### src/rtl/xfmr_pkg.sv
package xfmr_pkg;

    localparam int SMP_W  = 14;
    localparam int FRAC_W = 12;
    localparam int RAT_W  = 16;
    localparam int CAL_W  = 16;
    localparam int IQ_W   = SMP_W + 1;
    localparam int PROD_W = 2 * IQ_W + 1;
    localparam int DIVN_W = PROD_W + FRAC_W;
    localparam int DISP_W = RAT_W + CAL_W;

    typedef logic [1:0] phase_t;

    typedef struct packed {
        logic signed [IQ_W-1:0] i;
        logic signed [IQ_W-1:0] q;
    } iq_t;

    function automatic logic signed [SMP_W-1:0] carrier_val(
        input phase_t p, input logic signed [SMP_W-1:0] amp);
        case (p)
            2'd0:    carrier_val = amp;
            2'd2:    carrier_val = -amp;
            default: carrier_val = '0;
        endcase
    endfunction

endpackage

### src/rtl/xfmr_carrier.sv
module xfmr_carrier
    import xfmr_pkg::*;
#(
    parameter logic signed [SMP_W-1:0] AMP = 14'sd6000
) (
    input  logic                    clk,
    input  logic                    rst,
    input  logic                    step,
    output phase_t                  phase_o,
    output logic signed [SMP_W-1:0] dac_o
);
    phase_t phase_q;

    always_ff @(posedge clk) begin
        if (rst)       phase_q <= '0;
        else if (step) phase_q <= phase_q + 2'd1;
    end

    assign phase_o = phase_q;
    assign dac_o   = carrier_val(phase_q, AMP);

    AST_PHASE_HOLD: assert property (@(posedge clk) disable iff (rst)
        (!$past(rst) && !$past(step)) |-> $stable(phase_q));
    AST_ODD_ZERO: assert property (@(posedge clk) disable iff (rst)
        phase_q[0] |-> (dac_o == '0));
endmodule

### src/rtl/xfmr_iq.sv
module xfmr_iq
    import xfmr_pkg::*;
(
    input  logic                    clk,
    input  logic                    rst,
    input  logic                    en,
    input  phase_t                  phase,
    input  logic signed [SMP_W-1:0] data,
    input  logic                    close,
    output iq_t                     iq_o
);
    iq_t acc_q, nxt, out_q;
    logic signed [IQ_W-1:0] xs;

    assign xs = IQ_W'(data);

    always_comb begin
        nxt = acc_q;
        case (phase)
            2'd0: nxt.i = acc_q.i + xs;
            2'd1: nxt.q = acc_q.q + xs;
            2'd2: nxt.i = acc_q.i - xs;
            default: nxt.q = acc_q.q - xs;
        endcase
    end

    always_ff @(posedge clk) begin
        if (rst) begin
            acc_q <= '0;
            out_q <= '0;
        end else if (close) begin
            out_q <= en ? nxt : acc_q;
            acc_q <= '0;
        end else if (en) begin
            acc_q <= nxt;
        end
    end

    assign iq_o = out_q;

    AST_ACC_CLEARED: assert property (@(posedge clk) disable iff (rst)
        $past(close) |-> (acc_q == '0));
endmodule

### src/rtl/xfmr_div.sv
module xfmr_div #(
    parameter int N_W = 43,
    parameter int D_W = 31
) (
    input  logic           clk,
    input  logic           rst,
    input  logic           start,
    input  logic [N_W-1:0] num,
    input  logic [D_W-1:0] den,
    output logic           busy,
    output logic           done,
    output logic [N_W-1:0] quot
);
    localparam int CNT_W = $clog2(N_W + 1);

    logic [D_W-1:0]   rem_q, den_q;
    logic [N_W-1:0]   dvd_q, quo_q;
    logic [CNT_W-1:0] cnt_q;
    logic             busy_q, done_q;
    logic [D_W:0]     trial;
    logic             fits;

    assign trial = {rem_q, dvd_q[N_W-1]};
    assign fits  = (trial >= {1'b0, den_q});

    always_ff @(posedge clk) begin
        if (rst) begin
            rem_q <= '0; den_q <= '0; dvd_q <= '0; quo_q <= '0;
            cnt_q <= '0; busy_q <= 1'b0; done_q <= 1'b0;
        end else begin
            done_q <= 1'b0;
            if (start && !busy_q) begin
                rem_q  <= '0;
                den_q  <= den;
                dvd_q  <= num;
                quo_q  <= '0;
                cnt_q  <= CNT_W'(N_W);
                busy_q <= 1'b1;
            end else if (busy_q) begin
                rem_q <= fits ? D_W'(trial - {1'b0, den_q}) : D_W'(trial);
                dvd_q <= {dvd_q[N_W-2:0], 1'b0};
                quo_q <= {quo_q[N_W-2:0], fits};
                cnt_q <= cnt_q - 1'b1;
                if (cnt_q == CNT_W'(1)) begin
                    busy_q <= 1'b0;
                    done_q <= 1'b1;
                end
            end
        end
    end

    assign busy = busy_q;
    assign done = done_q;
    assign quot = quo_q;

    logic [CNT_W:0] run_len;
    always_ff @(posedge clk) begin
        if (rst || !busy_q) run_len <= '0;
        else                run_len <= run_len + 1'b1;
    end

    AST_DIV_BOUND: assert property (@(posedge clk) disable iff (rst)
        busy_q |-> (run_len < (CNT_W+1)'(N_W)));
    AST_DONE_IDLE: assert property (@(posedge clk) disable iff (rst)
        done_q |-> !busy_q);
endmodule

### src/rtl/xfmr_pos_demod.sv
module xfmr_pos_demod
    import xfmr_pkg::*;
#(
    parameter logic signed [SMP_W-1:0] EXC_AMP = 14'sd6000
) (
    input  logic                     clk,
    input  logic                     rst,
    input  logic                     smp_vld,
    input  logic                     smp_sec,
    input  logic signed [SMP_W-1:0]  smp_data,
    input  logic signed [CAL_W-1:0]  cal_len,
    input  logic [PROD_W-1:0]        min_mag,
    output logic signed [SMP_W-1:0]  dac_o,
    output logic signed [DISP_W-1:0] disp_o,
    output logic                     disp_vld,
    output logic                     exc_fault
);
    localparam int RAT_MAX = 2 ** (RAT_W - 1) - 1;

    phase_t phase;
    logic   pri_en, sec_en, close;
    iq_t    iq_w [2];

    assign pri_en = smp_vld && !smp_sec;
    assign sec_en = smp_vld && smp_sec;
    assign close  = sec_en && (phase == 2'd3);

    xfmr_carrier #(.AMP(EXC_AMP)) u_carrier (
        .clk(clk), .rst(rst), .step(sec_en), .phase_o(phase), .dac_o(dac_o)
    );

    for (genvar ch = 0; ch < 2; ch++) begin : g_chan
        xfmr_iq u_iq (
            .clk(clk), .rst(rst),
            .en(ch == 0 ? pri_en : sec_en),
            .phase(phase), .data(smp_data), .close(close),
            .iq_o(iq_w[ch])
        );
    end

    logic                     cyc_rdy, chk_rdy, seen_cycle, neg_q;
    logic signed [CAL_W-1:0]  cal_q;
    logic signed [PROD_W-1:0] num_q;
    logic [PROD_W-1:0]        den_q, num_abs;
    logic                     div_start, div_busy, div_done;
    logic [DIVN_W-1:0]        quot;
    logic [RAT_W-1:0]         mag;
    logic signed [RAT_W-1:0]  rat_s;

    assign num_abs   = num_q[PROD_W-1] ? PROD_W'(-num_q) : PROD_W'(num_q);
    assign div_start = chk_rdy && (den_q >= min_mag);

    xfmr_div #(.N_W(DIVN_W), .D_W(PROD_W)) u_div (
        .clk(clk), .rst(rst), .start(div_start),
        .num({num_abs, {FRAC_W{1'b0}}}), .den(den_q),
        .busy(div_busy), .done(div_done), .quot(quot)
    );

    assign mag   = (|quot[DIVN_W-1:RAT_W-1]) ? RAT_W'(RAT_MAX) : quot[RAT_W-1:0];
    assign rat_s = neg_q ? -$signed(mag) : $signed(mag);

    always_ff @(posedge clk) begin
        if (rst) begin
            cyc_rdy <= 1'b0; chk_rdy <= 1'b0; seen_cycle <= 1'b0;
            cal_q <= '0; num_q <= '0; den_q <= '0; neg_q <= 1'b0;
            disp_o <= '0; disp_vld <= 1'b0; exc_fault <= 1'b0;
        end else begin
            cyc_rdy  <= close;
            chk_rdy  <= cyc_rdy;
            disp_vld <= 1'b0;
            if (close) begin
                cal_q      <= cal_len;
                seen_cycle <= 1'b1;
            end
            if (cyc_rdy) begin
                num_q <= PROD_W'(iq_w[0].i) * PROD_W'(iq_w[1].i)
                       + PROD_W'(iq_w[0].q) * PROD_W'(iq_w[1].q);
                den_q <= PROD_W'(PROD_W'(iq_w[0].i) * PROD_W'(iq_w[0].i)
                       + PROD_W'(iq_w[0].q) * PROD_W'(iq_w[0].q));
            end
            if (chk_rdy && !div_start) exc_fault <= 1'b1;
            if (div_start)             neg_q     <= num_q[PROD_W-1];
            if (div_done) begin
                disp_o    <= rat_s * cal_q;
                disp_vld  <= 1'b1;
                exc_fault <= 1'b0;
            end
        end
    end

    AST_VLD_NO_FAULT: assert property (@(posedge clk) disable iff (rst)
        disp_vld |-> !exc_fault);
    AST_FAULT_HOLD: assert property (@(posedge clk) disable iff (rst)
        $rose(exc_fault) |-> $stable(disp_o));
    AST_NO_EARLY_OUT: assert property (@(posedge clk) disable iff (rst)
        !seen_cycle |-> !disp_vld);
    AST_VLD_PULSE: assert property (@(posedge clk) disable iff (rst)
        disp_vld |=> !disp_vld);
    AST_SIGN: assert property (@(posedge clk) disable iff (rst)
        (disp_vld && cal_q > 0 && disp_o != 0) |-> (disp_o[DISP_W-1] == neg_q));
    AST_DIV_IDLE_AT_START: assert property (@(posedge clk) disable iff (rst)
        div_start |-> !div_busy);
endmodule

### config.mk
export PLATFORM = sky130hd
export DESIGN_NAME = xfmr_pos_demod
export DESIGN_NICKNAME = d
export VERILOG_FILES = /design/src/rtl/xfmr_pkg.sv /design/src/rtl/xfmr_carrier.sv /design/src/rtl/xfmr_iq.sv /design/src/rtl/xfmr_div.sv /design/src/rtl/xfmr_pos_demod.sv
export SDC_FILE = /design/constraint.sdc
export NUM_CORES = 2
export LEC_CHECK = 0
export BUFFER_PORTS_ARGS = -buffer_cell sky130_fd_sc_hd__buf_2
export CAP_MARGIN = 20
export CORE_ASPECT_RATIO = 0.5
export CORE_MARGIN = 3
export CORE_UTILIZATION = 50
export DETAILED_ROUTE_END_ITERATION = 8
export GPL_ROUTABILITY_DRIVEN = 0
export PLACE_DENSITY = 0.66
export SETUP_SLACK_MARGIN = 0.1
export SKIP_LAST_GASP = 1
export SLEW_MARGIN = 40
export SYNTH_ARGS = -nofsm -noshare
export SYNTH_HDL_FRONTEND = slang
export SYNTH_SLANG_ARGS = --single-unit
### constraint.sdc
create_clock -name clk -period 11.65 [get_ports clk]
set_input_delay 0.5825 -clock clk [delete_from_list [all_inputs] [get_ports clk]]
set_output_delay 0.5825 -clock clk [all_outputs]
set_load 0.01 [all_outputs]
==> metrics <==
largest family of logic cells by synthesized area adder cells; WHS ~150 ps; post-synthesis xor/xnor area fraction 0.0330; share of cells above drive strength 1 0.0470; CP endpoint kind flip-flop; count of state elements after synthesis between 300 and 400; Setup Viol. Count Final 0; P&R area growth vs syn 5.62%; DRT antenna net count 0; Slew Limit Fails 0; Starting Density 0.510; drt pass-1 iters 5; VDD IR max approximately 97 uV; Core ar. 122000 um^2; wire length of the first global-routing pass roughly 250000 um; fin crit period ~10000 ps; pre-CTS setup slack 1670 ps; NumNets Final ~8500; Post-synth ARST share 0; top cell type's share of synthesized area 0.399; CTS H-tree lvls 2; pin count of the biggest net entering global routing about 100; Clock Latency Late Sink 640 ps; DR vias around 44000; Routed WL ~150000 um; Sink Count between 300 and 400; Design Power slightly below 3 mW; final hold vios 0; cell taking the most area after synthesis fa_1; Synth Area in Compound Gates 0.0759; Post-Syn Area per Cell just over 9 um^2; clk buf depth 3; DIE WIDTH 505 um; CP max FO 23; CTS tree built; vias per cell ~5.2; total negative setup slack 0 ps; cts hold-fix bufs 0; mux cell area share after synthesis 0.0268; data arrival time of the critical path about 10000 ps; skew final ~48 ps; Detail Placement HPWL around 120000 um; Setup Fix Bufs, Post-CTS 0; CP Launch Type flip-flop; max-cap violations 0; Worst-path clk slew approximately 70 ps; Overflow after GRT 0; total die area between 100000 and 150000 um^2; share of synthesized cell area in and, or, nand and nor gates 0.143; CTS resizes 0; die height approximately 260 um; Post-Syn Area ~62000 um^2; sequential standard cell area around 7700 um^2; WP data required about 12000 ps; max incr delay on CP 540 ps; Root Driver clkbuf_16; Placed Cells incl. Taps between 8000 and 9000; Primary FF master, synth dfxtp_1; initial antenna violation count 3; FMAX about 100 MHz; CP Class reg -> reg; drt wl/cell about 18 um; status finished clean; Post-synth EDFFs 0; fillcell total around 11000; # DRC 0; area occupied by multi-input gates 48100 um^2; Pwr per Cell Area between 40 and 50 nW/um^2; overall routing resource usage 0.241; vias in the first global route approximately 45000; headroom to the max-slew limit 0.420; Tightest Pin Transition about 860 ps; Layout Cells excl Fill between 8000 and 9000; Site Rows 90; Port Buf Inserts roughly 110; final worst slack about 1600 ps; CP max-delay cell fa_1; Post-Synth Adder-Cell Area 0.494; post-synthesis sequential area ratio 0.123; synth top area cells fa_1 (40%), dfxtp_1 (12%), ha_1 (9.5%); Final period util 0.859; TritonCTS Buffers just over 40; Leak approximately 32 nW; I/O Pins ~110; unrepaired setup endpoints after global routing false; Top cell by count, worst path fa_1; Iteration-0 DRC Markers about 2800; Ys Warns 0; Syn Inst Count 6783; synth unique cells 87; hold crit path type in -> reg
layout by cell type (no fill, tap or decap), types with 13 or more instances in the layout:
master / Yosys / final
nor3_1: 52 / 52
a31oi_1: 21 / 20
nor2b_1: 46 / 46
a21oi_1: 221 / 219
ha_1: 471 / 471
nor4b_1: 31 / 31
o22ai_1: 22 / 22
xnor2_1: 169 / 169
nor3b_1: 22 / 22
clkbuf_16: 0 / 41
a211oi_1: 44 / 44
a22o_1: 25 / 25
mux2i_1: 163 / 163
nor2_1: 424 / 424
xor2_1: 65 / 65
nand2b_1: 45 / 44
a311o_1: 31 / 31
or3_1: 25 / 25
o21ai_0: 143 / 143
fa_1: 1238 / 1238
inv_1: 1414 / 1413
buf_4: 11 / 71
o31ai_1: 19 / 19
o21bai_1: 19 / 19
o21a_1: 29 / 29
and2_1: 372 / 370
a21o_1: 60 / 60
dfxtp_1: 381 / 366
buf_2: 11 / 108
nand3_1: 30 / 29
and3_1: 47 / 47
dfxtp_2: 0 / 13
nand2_1: 690 / 686
path summary, 6_finish.rpt:
| kind | slack [ps] | from | depth (start not counted) | endpoint |
|---|---|---|---|---|
| min reg2reg | 470 | disp_o[0]$_SDFFE_PP0P_ | 2 | disp_o[0]$_SDFFE_PP0P_ |
| max | 1650 | u_div.quot[42]$_SDFFE_PP0P_ | 34 | disp_o[28]$_SDFFE_PP0P_ |
| min | 150 | cal_len[7] | 2 | cal_q[7]$_SDFFE_PP0P_ |
| max reg2reg | 1650 | u_div.quot[42]$_SDFFE_PP0P_ | 34 | disp_o[28]$_SDFFE_PP0P_ |
layout make-up:
cell class | count | area share
clock buffers | 46 | 0.0161
flip-flops and latches | 381 | 0.117
clock inverters | 28 | 0.00438
inverters | 1416 | 0.0810
diodes | 1 | 0.0000381
repair buffers | 185 | 0.0177
multi-input cells | 4690 | 0.733
well taps | 1656 | 0.0316
cells in the mapped netlist (all sizes together), types with 6 or more instances:
master / number
a21o: 60
and2: 372
xnor2: 169
o21bai: 19
nor2b: 46
o21a: 29
and4: 8
and3: 47
or2: 11
nand2b: 46
a311o: 31
xor2: 65
a21boi: 8
o41ai: 9
a211o: 7
mux2i: 163
a211oi: 44
a31oi: 21
or3: 25
o22ai: 22
o31a: 11
nor3: 52
dfxtp: 381
nor3b: 22
o31ai: 20
buf: 42
nor2: 424
nor4b: 32
nand4: 11
ha: 471
a21oi: 222
or4: 11
o311ai: 6
clkbuf: 257
a22o: 25
nor4: 13
fa: 1238
inv: 1416
nand2: 690
nand3: 31
o21ai: 154
stage by stage:
step           instance area (um^2)  utilization
6_report                      65600        0.538
2_1_floorplan                 62100            -
4_1_cts                       65600        0.538
5_1_grt                       65600        0.538
3_5_place_dp                  64200        0.527
3_3_place_gp                  64200        0.526
critical path: cells and delay by family, from the launching register on:
family / cells / cell delay (ps)
fa+ha+maj: 8 / 3420
simple gates: 11 / 3030
compound gates: 9 / 2370
buf+inv: 5 / 520
flops: 1 / 310
mux: 1 / 200
cell families after synthesis:
logic type | after synthesis
flip-flops | 381
AO/OA/AOI/OAI | 728
AND/OR/NAND/NOR | 1849
multiplexers | 166
XOR/XNOR | 234
other | 1
adder cells (fa/ha/maj) | 1709
buffers and inverters | 1715
per-layer routing:
| layer | global-route usage | vias to the layer above | share of wire |
|---|---|---|---|
| met5 | 0 | - | 0 |
| met4 | 0.0526 | 0 | 0.022 |
| met3 | 0.0349 | 155 | 0.057 |
| met2 | 0.391 | 987 | 0.46 |
| met1 | 0.344 | 22100 | 0.46 |
| li1 | - | 20700 | - |
power breakdown:
part	switching, mW	leakage, nW	internal, mW
clock	0.635	0.650	0.716
sequential	0.00937	3.08	1.32
combinational	0.191	28.1	0.107
total	0.836	31.8	2.14
registers in the layout (all words and copies together) (netlist names), 2 cells and up:
signal             flops
cal_q                 16
u_div.dvd_q           31
g_chan.u_iq.iq_o      60
u_div.rem_q           31
u_div.cnt_q            6
disp_o                32
u_div.den_q           31
num_q                 31
u_div.quot            43
g_chan.u_iq.acc_q     60
u_carrier.phase_o      2
den_q                 31
(Power assumes the default switching activity.)
